<file path="config.mk">
export PLATFORM = sky130hd
export DESIGN_NAME = pwm_shadow
export DESIGN_NICKNAME = d
export VERILOG_FILES = /design/src/rtl/pwm_shadow_pkg.sv /design/src/rtl/pwm_tick_gen.sv /design/src/rtl/pwm_cmp_core.sv /design/src/rtl/pwm_shadow_regs.sv /design/src/rtl/pwm_shadow.sv
export SDC_FILE = /design/constraint.sdc
export NUM_CORES = 1
export LEC_CHECK = 0
export BUFFER_PORTS_ARGS = -buffer_cell sky130_fd_sc_hd__buf_2
export CORE_MARGIN = 3
export CORE_UTILIZATION = 65
export CTS_CLUSTER_SIZE = 8
export DETAILED_ROUTE_END_ITERATION = 8
export GPL_TIMING_DRIVEN = 0
export PLACE_DENSITY = 0.92
export RECOVER_POWER = 50
export SLEW_MARGIN = 25
export SYNTH_ARGS = -nofsm -noshare
export SYNTH_HDL_FRONTEND = slang
export SYNTH_SLANG_ARGS = --single-unit
export TNS_END_PERCENT = 10
</file>
<file path="constraint.sdc">
create_clock -name clk -period 4.94 [get_ports clk]
set_input_delay 0.741 -clock clk [delete_from_list [all_inputs] [get_ports clk]]
set_output_delay 0.741 -clock clk [all_outputs]
set_load 0.03 [all_outputs]
</file>
<file path="src/rtl/pwm_shadow_pkg.sv">
package pwm_shadow_pkg;
  typedef enum logic [1:0] {
    SEL_PRESCALE = 2'd0,
    SEL_WIDTH    = 2'd1,
    SEL_PERIOD   = 2'd2,
    SEL_NONE     = 2'd3
  } pwm_sel_e;
endpackage

</file>
<file path="src/rtl/pwm_tick_gen.sv">
module pwm_tick_gen #(
  parameter int PRE_W = 16
) (
  input  logic             clk,
  input  logic             rst,
  input  logic             run,
  input  logic [PRE_W-1:0] pre_lim,
  output logic             tick
);
  logic             half_q;
  logic [PRE_W-1:0] pre_q;
  logic             half_en;

  assign half_en = run & half_q;
  assign tick    = half_en & (pre_q == pre_lim);

  always_ff @(posedge clk) begin
    if (rst || !run) begin
      half_q <= 1'b0;
      pre_q  <= '0;
    end else begin
      half_q <= ~half_q;
      if (half_en) pre_q <= tick ? '0 : pre_q + 1'b1;
    end
  end


  tick_spacing_chk: assert property (@(posedge clk) disable iff (rst)
    tick |=> !tick);
endmodule

</file>
<file path="src/rtl/pwm_cmp_core.sv">
module pwm_cmp_core #(
  parameter int CNT_W = 8
) (
  input  logic             clk,
  input  logic             rst,
  input  logic             run,
  input  logic             tick,
  input  logic [CNT_W-1:0] per_lim,
  input  logic [CNT_W-1:0] wid_lim,
  output logic             period_end,
  output logic             high
);
  logic [CNT_W-1:0] cnt_q;

  assign period_end = tick & (cnt_q == per_lim);
  assign high       = (cnt_q < wid_lim);

  always_ff @(posedge clk) begin
    if (rst || !run) cnt_q <= '0;
    else if (tick)   cnt_q <= period_end ? '0 : cnt_q + 1'b1;
  end


  cnt_bound_chk: assert property (@(posedge clk) disable iff (rst)
    run |-> (cnt_q <= per_lim));


  wrap_zero_chk: assert property (@(posedge clk) disable iff (rst)
    period_end |=> (cnt_q == '0));


  idle_zero_chk: assert property (@(posedge clk) disable iff (rst)
    !run |=> (cnt_q == '0));
endmodule

</file>
<file path="src/rtl/pwm_shadow_regs.sv">
module pwm_shadow_regs
  import pwm_shadow_pkg::*;
#(
  parameter int PRE_W = 16,
  parameter int CNT_W = 8
) (
  input  logic             clk,
  input  logic             rst,
  input  logic             wr_en,
  input  logic [1:0]       wr_sel,
  input  logic [PRE_W-1:0] wr_data,
  input  logic             run,
  input  logic             period_end,
  output logic [PRE_W-1:0] act_pre,
  output logic [CNT_W-1:0] act_wid,
  output logic [CNT_W-1:0] act_per
);
  logic [PRE_W-1:0] hold_pre;
  logic [CNT_W-1:0] hold_wid;
  logic [CNT_W-1:0] hold_per;
  logic             reload;

  assign reload = !run || period_end;

  always_ff @(posedge clk) begin
    if (rst) begin
      hold_pre <= '0;
      hold_wid <= '0;
      hold_per <= '0;
    end else if (wr_en) begin
      case (pwm_sel_e'(wr_sel))
        SEL_PRESCALE: hold_pre <= wr_data;
        SEL_WIDTH:    hold_wid <= wr_data[CNT_W-1:0];
        SEL_PERIOD:   hold_per <= wr_data[CNT_W-1:0];
        default:      ;
      endcase
    end
  end

  always_ff @(posedge clk) begin
    if (rst) begin
      act_pre <= '0;
      act_wid <= '0;
      act_per <= '0;
    end else if (reload) begin
      act_pre <= hold_pre;
      act_wid <= hold_wid;
      act_per <= hold_per;
    end
  end


  active_hold_chk: assert property (@(posedge clk) disable iff (rst)
    (run && !period_end) |=> ($stable(act_pre) && $stable(act_wid) && $stable(act_per)));
endmodule

</file>
<file path="src/rtl/pwm_shadow.sv">
module pwm_shadow #(
  parameter int PRE_W = 16,
  parameter int CNT_W = 8
) (
  input  logic             clk,
  input  logic             rst,
  input  logic             wr_en,
  input  logic [1:0]       wr_sel,
  input  logic [PRE_W-1:0] wr_data,
  input  logic             enable,
  input  logic             invert,
  output logic             pwm_out
);
  logic [PRE_W-1:0] act_pre;
  logic [CNT_W-1:0] act_wid;
  logic [CNT_W-1:0] act_per;
  logic             tick;
  logic             period_end;
  logic             high;

  pwm_shadow_regs #(.PRE_W(PRE_W), .CNT_W(CNT_W)) u_regs (
    .clk(clk), .rst(rst), .wr_en(wr_en), .wr_sel(wr_sel), .wr_data(wr_data),
    .run(enable), .period_end(period_end),
    .act_pre(act_pre), .act_wid(act_wid), .act_per(act_per)
  );

  pwm_tick_gen #(.PRE_W(PRE_W)) u_tick (
    .clk(clk), .rst(rst), .run(enable), .pre_lim(act_pre), .tick(tick)
  );

  pwm_cmp_core #(.CNT_W(CNT_W)) u_core (
    .clk(clk), .rst(rst), .run(enable), .tick(tick),
    .per_lim(act_per), .wid_lim(act_wid),
    .period_end(period_end), .high(high)
  );

  assign pwm_out = enable ? (high ^ invert) : invert;


  idle_level_chk: assert property (@(posedge clk) disable iff (rst)
    !enable |-> (pwm_out == invert));
endmodule

</file>
==> results of run 1 <==
[cells by family (layout without fill, tap and decap cells)]
kind of cell / Yosys count / count (layout) / synth area share, %
xor+xnor: 38 / 38 / 8.04
simple gates: 192 / 192 / 24.3
fa+ha+maj: 9 / 9 / 2.72
compound gates: 43 / 43 / 6.13
mux: 49 / 49 / 11.8
flops: 89 / 89 / 43.0
buf+inv: 35 / 74 / 3.96
[area by class of cell]
type	instances	share of cell area [%]
Multi-Input combinational cell	331	47.8
Sequential cell	89	38.8
Clock inverter	7	3.24
Clock buffer	9	2.69
Timing Repair Buffer	23	2.42
Buffer	25	2.26
Tap cell	75	2.04
Inverter	10	0.817
[routing by layer]
metal	vias up	wire length [um]	track usage (%)	share of wire, %
met3	16	363	5.48	4.1
met1	1543	3840	31.2	44
met2	85	4430	44.8	50
met5	-	0	0	0
li1	1596	-	-	-
met4	0	149	9.06	1.7
[cell usage in the layout, fill, tap and decap left out, types with 2 or more instances in the layout]
| cell type | n |
|---|---|
| o21ai_0 | 5 |
| nand4_1 | 8 |
| o31ai_1 | 6 |
| ha_1 | 9 |
| a21o_1 | 3 |
| nand3_1 | 10 |
| inv_6 | 2 |
| nor2_1 | 36 |
| xor2_1 | 20 |
| bufinv_16 | 4 |
| and3_1 | 4 |
| nor4_1 | 3 |
| mux2i_1 | 49 |
| nand3b_1 | 2 |
| or3_1 | 2 |
| clkbuf_1 | 25 |
| buf_2 | 22 |
| xnor2_1 | 18 |
| nand2b_1 | 66 |
| nand2_1 | 45 |
| clkbuf_8 | 9 |
| nor2b_1 | 2 |
| or4_1 | 7 |
| dfxtp_1 | 89 |
| inv_1 | 10 |
| a21oi_1 | 25 |
| nor3_1 | 2 |
[power by group]
part	leakage [nW]	internal [mW]	total [mW]	switching [mW]
Clock	0.136	0.394	0.669	0.275
Combinational	0.967	0.0464	0.109	0.0624
Sequential	0.720	0.731	0.742	0.0106
Total	1.82	1.17	1.52	0.348
[through the flow]
| stage | total power, mW | hold WS, ps | setup slack, ps | instance area [um^2] | cells |
|---|---|---|---|---|---|
| after floorplan | 0.834 | 437 | 2560 | 4140 | 455 |
| after global placement | 0.863 | 444 | 2190 | 4350 | 553 |
| after detailed placement | 0.868 | 454 | 2180 | 4350 | 553 |
| after CTS | 1.52 | 471 | 2050 | 4620 | 569 |
| after global routing | 1.56 | 496 | 1950 | 4600 | 569 |
| final | 1.52 | 466 | 2060 | 4600 | 569 |
[worst min-delay path, cell delays in order (launching register included)]
cell and delay [ps]:
dfxtp_1 320, nand2_1 50, a21oi_1 50
[registers in the layout, summed over array words and instances (netlist names)]
| signal | count |
|---|---|
| u_regs.act_pre | 16 |
| u_regs.hold_pre | 16 |
| u_tick.pre_q | 16 |
| u_core.cnt_q | 8 |
| u_regs.act_per | 8 |
| u_regs.act_wid | 8 |
| u_regs.hold_per | 8 |
| u_regs.hold_wid | 8 |
| u_tick.half_q | 1 |
[worst paths after layout]
kind                            depth (start not counted)                   to
worst max-delay path                                    6              pwm_out
worst min-delay path                                    2  u_regs.hold_pre[10]
worst max register to register                          8    u_regs.act_per[5]
worst min register to register                          2  u_regs.hold_pre[10]
==> qor.yml, run 1 <==
run_status: "finished, final reports clean"
drtIter0Drc: 143
die_h_um: 85.8
synth.distinct_cells: 35
synth-seq-area-share_pct: 43.0
rows: 28
multi_input_area_mm2: 0.00220
core_mm2: 0.00606
layout-drive-gt1-share_pct: 8.10
async_flop_share_pct: 0
port_buffers: 23
dieArea_mm2: 0.00737
drc_errors: 0
max_slew_margin_pct: 34.5
final_core_util_pct: 75.8
clk-insertion-delay-late_ps: 360
gp_congestion: 0.858
p_leak_nw: 1.82
cp_common_cell: "a21o_1"
tritoncts: "yes"
cts.repair.resized: 0
antenna_cells: 0
synth_nets: 487
cpPeakStageDelay_ps: 450
reg2reg_from: "u_tick.pre_q[7]"
worstSetupStartpoint: "u_core.cnt_q[1]"
ant_nets: 0
dr.pass1.iters: 4
gr-usage-all-layers_pct: 25.7
worstSetupPathType: "reg -> out"
arrival_ps: 2140
synth_most_common_cell: "dfxtp_1"
path_clk_slew_ps: 90
tightestPinTransition_ps: 975
yosysWarnings: 0
antenna_found_initial: 0
min_period_over_period_pct: 58.3
avgSynthCellArea_um2: 9.10
clkSinkCount: 89
cp_max_fo: 6
regToRegSetupSlack_ps: 2250
yosys-top-cells-area: "dfxtp_1, mux2i_1, nand2b_1"
crit_family: "compound AO/OA/AOI/OAI gates"
grt_start_max_net_pins: 17
final.setup_skew_ps: 5.61
area_delta_synth_final_pct: 11.0
setup_viol: 0
fin_crit_ps: 2880
grt_pass1_wl_um: 14900
wl_per_cell_um: 15.4
syn_inst: 455
cts-root-buf: "clkbuf_8"
cts_max_path_buffers: 2
nets: 521
nFillCells: 390
hp-start: "u_regs.hold_pre[10]"
cp.required_ps: 4200
final_hold_viol_count: 0
netlist_top_cells_count: "dfxtp_1, nand2b_1, mux2i_1"
hold_buffers: 0
hpwl_um: 6290
start_kind: "flop"
final-seq-area_mm2: 0.00178
htreeDepth: 3
maxCapViolCount: 0
synth_top_area_cell: "dfxtp_1"
yosys_register_bits: 89
synth_edf_count: 0
gr-total-overflow: 0
max_freq_mhz: 347
wl_um: 8780
grt_pass1_vias: 3220
fp.dieW_um: 85.8
setup-tns-final_ps: 0
synthFlopType: "dfxtp_1"
cpMaxStageDelayCell: "dfxtp_1"
end_kind: "output pin"
critPathBufInv: 1
ir_drop_uv: 244
yosys.area.top_type_share_pct: 43.0
cts_inserted_buffers: 9
hp-class: "reg -> reg"
slew_viol_final: 0
powerDensity_mw_per_mm2: 331
vias: 3240
start_util_pct: 68.3
rsz0062_at_grt: "false"
crit_chain: "ha_1 > a21o_1 > a21o_1 > a2111o_1 > o211ai_1 > buf_2"
cts_setup_buffers: 0
via_per_inst: 5.69
netlist_area_mm2: 0.00414
io_pins: 24
Power figures use the tool's default switching activity.
==> inputs of run 2 (changes only) <==
--- a/config.mk
+++ b/config.mk
@@ -7,11 +7,11 @@
 export LEC_CHECK = 0
 export BUFFER_PORTS_ARGS = -buffer_cell sky130_fd_sc_hd__buf_2
 export CORE_MARGIN = 3
-export CORE_UTILIZATION = 65
+export CORE_UTILIZATION = 54
 export CTS_CLUSTER_SIZE = 8
 export DETAILED_ROUTE_END_ITERATION = 8
 export GPL_TIMING_DRIVEN = 0
-export PLACE_DENSITY = 0.92
+export PLACE_DENSITY = 0.83
 export RECOVER_POWER = 50
 export SLEW_MARGIN = 25
 export SYNTH_ARGS = -nofsm -noshare
==> constraint.sdc (replaced) <==
create_clock -name clk -period 2.6 [get_ports clk]
set_input_delay 0.39 -clock clk [delete_from_list [all_inputs] [get_ports clk]]
set_output_delay 0.39 -clock clk [all_outputs]
set_load 0.03 [all_outputs]
==> run 2 against run 1 <==
  * Power grew 68%
  * Clock skew is 9.7 ps higher
  * Die area up 19%
  * Global-route usage down 5.3 points
  * Final cell count rose by 4.2%
  * Sequential power rose by 90%
  * First-iteration DRC count down 4.2%
  * Clock power rose by 38%
  * Sequential share of layout area increased by 0.22 points
  * Cell area is 0.44% lower
  * Setup slack lost 1900 ps
  * Critical endpoint unchanged
  * Highest routed layer unchanged
==> qor.yml, run 2 (synthesis gave the netlist of run 1 again) <==
run_status: "finished, final reports clean"
worstSetupPathType: "reg -> out"
layout_common_cells: "dfxtp_1, nand2b_1, mux2i_1, nand2_1, nor2_1"
gr-usage-all-layers_pct: 20.4
drtIter0Drc: 137
top_regs: "u_regs.act_pre (16), u_regs.hold_pre (16), u_tick.pre_q (16)"
clk-insertion-delay-late_ps: 360
hpwl_um: 6100
die_h_um: 93.6
maxCapViolCount: 0
crit_chain: "ha_1 > a21o_1 > nand2_1 > nand4b_1 > a2111o_1 > o211ai_1 > buf_4"
end_kind: "output pin"
ir_drop_uv: 351
nFillCells: 594
gp_congestion: 0.877
core_mm2: 0.00733
htreeDepth: 3
antenna_cells: 0
dr.pass1.iters: 4
tightestPinTransition_ps: 736
setup-tns-final_ps: 0
cp.required_ps: 2210
p_leak_nw: 1.80
ant_nets: 0
vias: 3149
cts_max_path_buffers: 2
gr-total-overflow: 0
crit_family: "compound AO/OA/AOI/OAI gates"
rsz0062_at_grt: "false"
cts_setup_buffers: 0
hp-class: "in -> reg"
final.setup_skew_ps: 15.3
fp.dieW_um: 93.6
arrival_ps: 2090
cpPeakStageDelay_ps: 440
layout-drive-gt1-share_pct: 9.51
tritoncts: "yes"
clkSinkCount: 89
io_pins: 24
fin_crit_ps: 2480
wl_um: 8420
drc_errors: 0
critPathBufInv: 1
wl_per_cell_um: 14.2
max_freq_mhz: 404
final_hold_viol_count: 0
whs_ps: 254
hold_buffers: 0
area_delta_synth_final_pct: 10.5
cts-root-buf: "clkbuf_8"
powerDensity_mw_per_mm2: 556
cts_inserted_buffers: 9
setup_viol: 0
final_common_cell: "dfxtp_1"
antenna_found_initial: 0
rows: 31
grt_start_max_net_pins: 19
slew_viol_final: 0
via_per_inst: 5.31
start_kind: "flop"
start_util_pct: 56.5
max_slew_margin_pct: 50.9
power_mw: 2.55
grt_pass1_wl_um: 14200
cp_max_fo: 5
cpMaxStageDelayCell: "dfxtp_1"
min_period_over_period_pct: 95.2
nets: 521
grt_pass1_vias: 3022
port_buffers: 23
final_core_util_pct: 62.4
path_clk_slew_ps: 110
cts.repair.resized: 0
dieArea_mm2: 0.00876
run 2: changes by cell type in the layout (fill, tap and decap cells not counted), moves of 2 or more:
cell and delta:
buf_4 +4, bufinv_16 -4, clkinv_4 +4, clkbuf_1 -3, dfxtp_1 -2, dfxtp_2 +2, inv_6 -2
run 2: path summary, 6_finish.rpt:
path,startpoint,to,cells past startpoint,slack (ps)
hold reg to reg,u_regs.hold_pre[10],u_regs.hold_pre[10],2,470
setup reg to reg,u_tick.pre_q[7],u_regs.act_per[5],8,320
hold / removal,wr_data[9],u_regs.hold_pre[9],3,250
setup / recovery,u_core.cnt_q[6],pwm_out,7,120
run 2: area by class of cell:
cell class	instances	area (um^2)	share of cell area (%)
tap	99	124	2.71
timing repair buffer	23	114	2.49
buffer	25	115	2.52
multi-input combinational	331	2200	48.2
sequential	89	1780	39.0
inverter	10	37.5	0.820
clock buffer	9	124	2.71
clock inverter	7	73.8	1.61
run 2: worst register-to-register path, delay by kind of cell, from the launching register on:
kind	cells	cell delay (ps)
simple gates	2	590
buf+inv	3	570
compound gates	1	440
flops	1	320
mux	1	130
xor+xnor	1	100
run 2: report_power, final:
part,total (mW),switching [mW],internal (mW)
Sequential,1.41,0.0189,1.39
Combinational,0.212,0.120,0.0920
Clock,0.926,0.551,0.375
Total,2.55,0.690,1.86
run 2: through the flow:
stage                     setup WS, ps  cells  cell area [um^2]
after floorplan                    572    455              4140
after global placement             161    577              4380
after detailed placement           182    577              4380
after CTS                         55.5    593              4580
after global routing              10.8    593              4580
final                              124    593              4580
run 2: metal layers:
metal	global-route usage [%]	wire (um)
met1	27.0	4050
met5	0	0
met2	32.9	3880
met4	9.27	189
met3	2.98	297
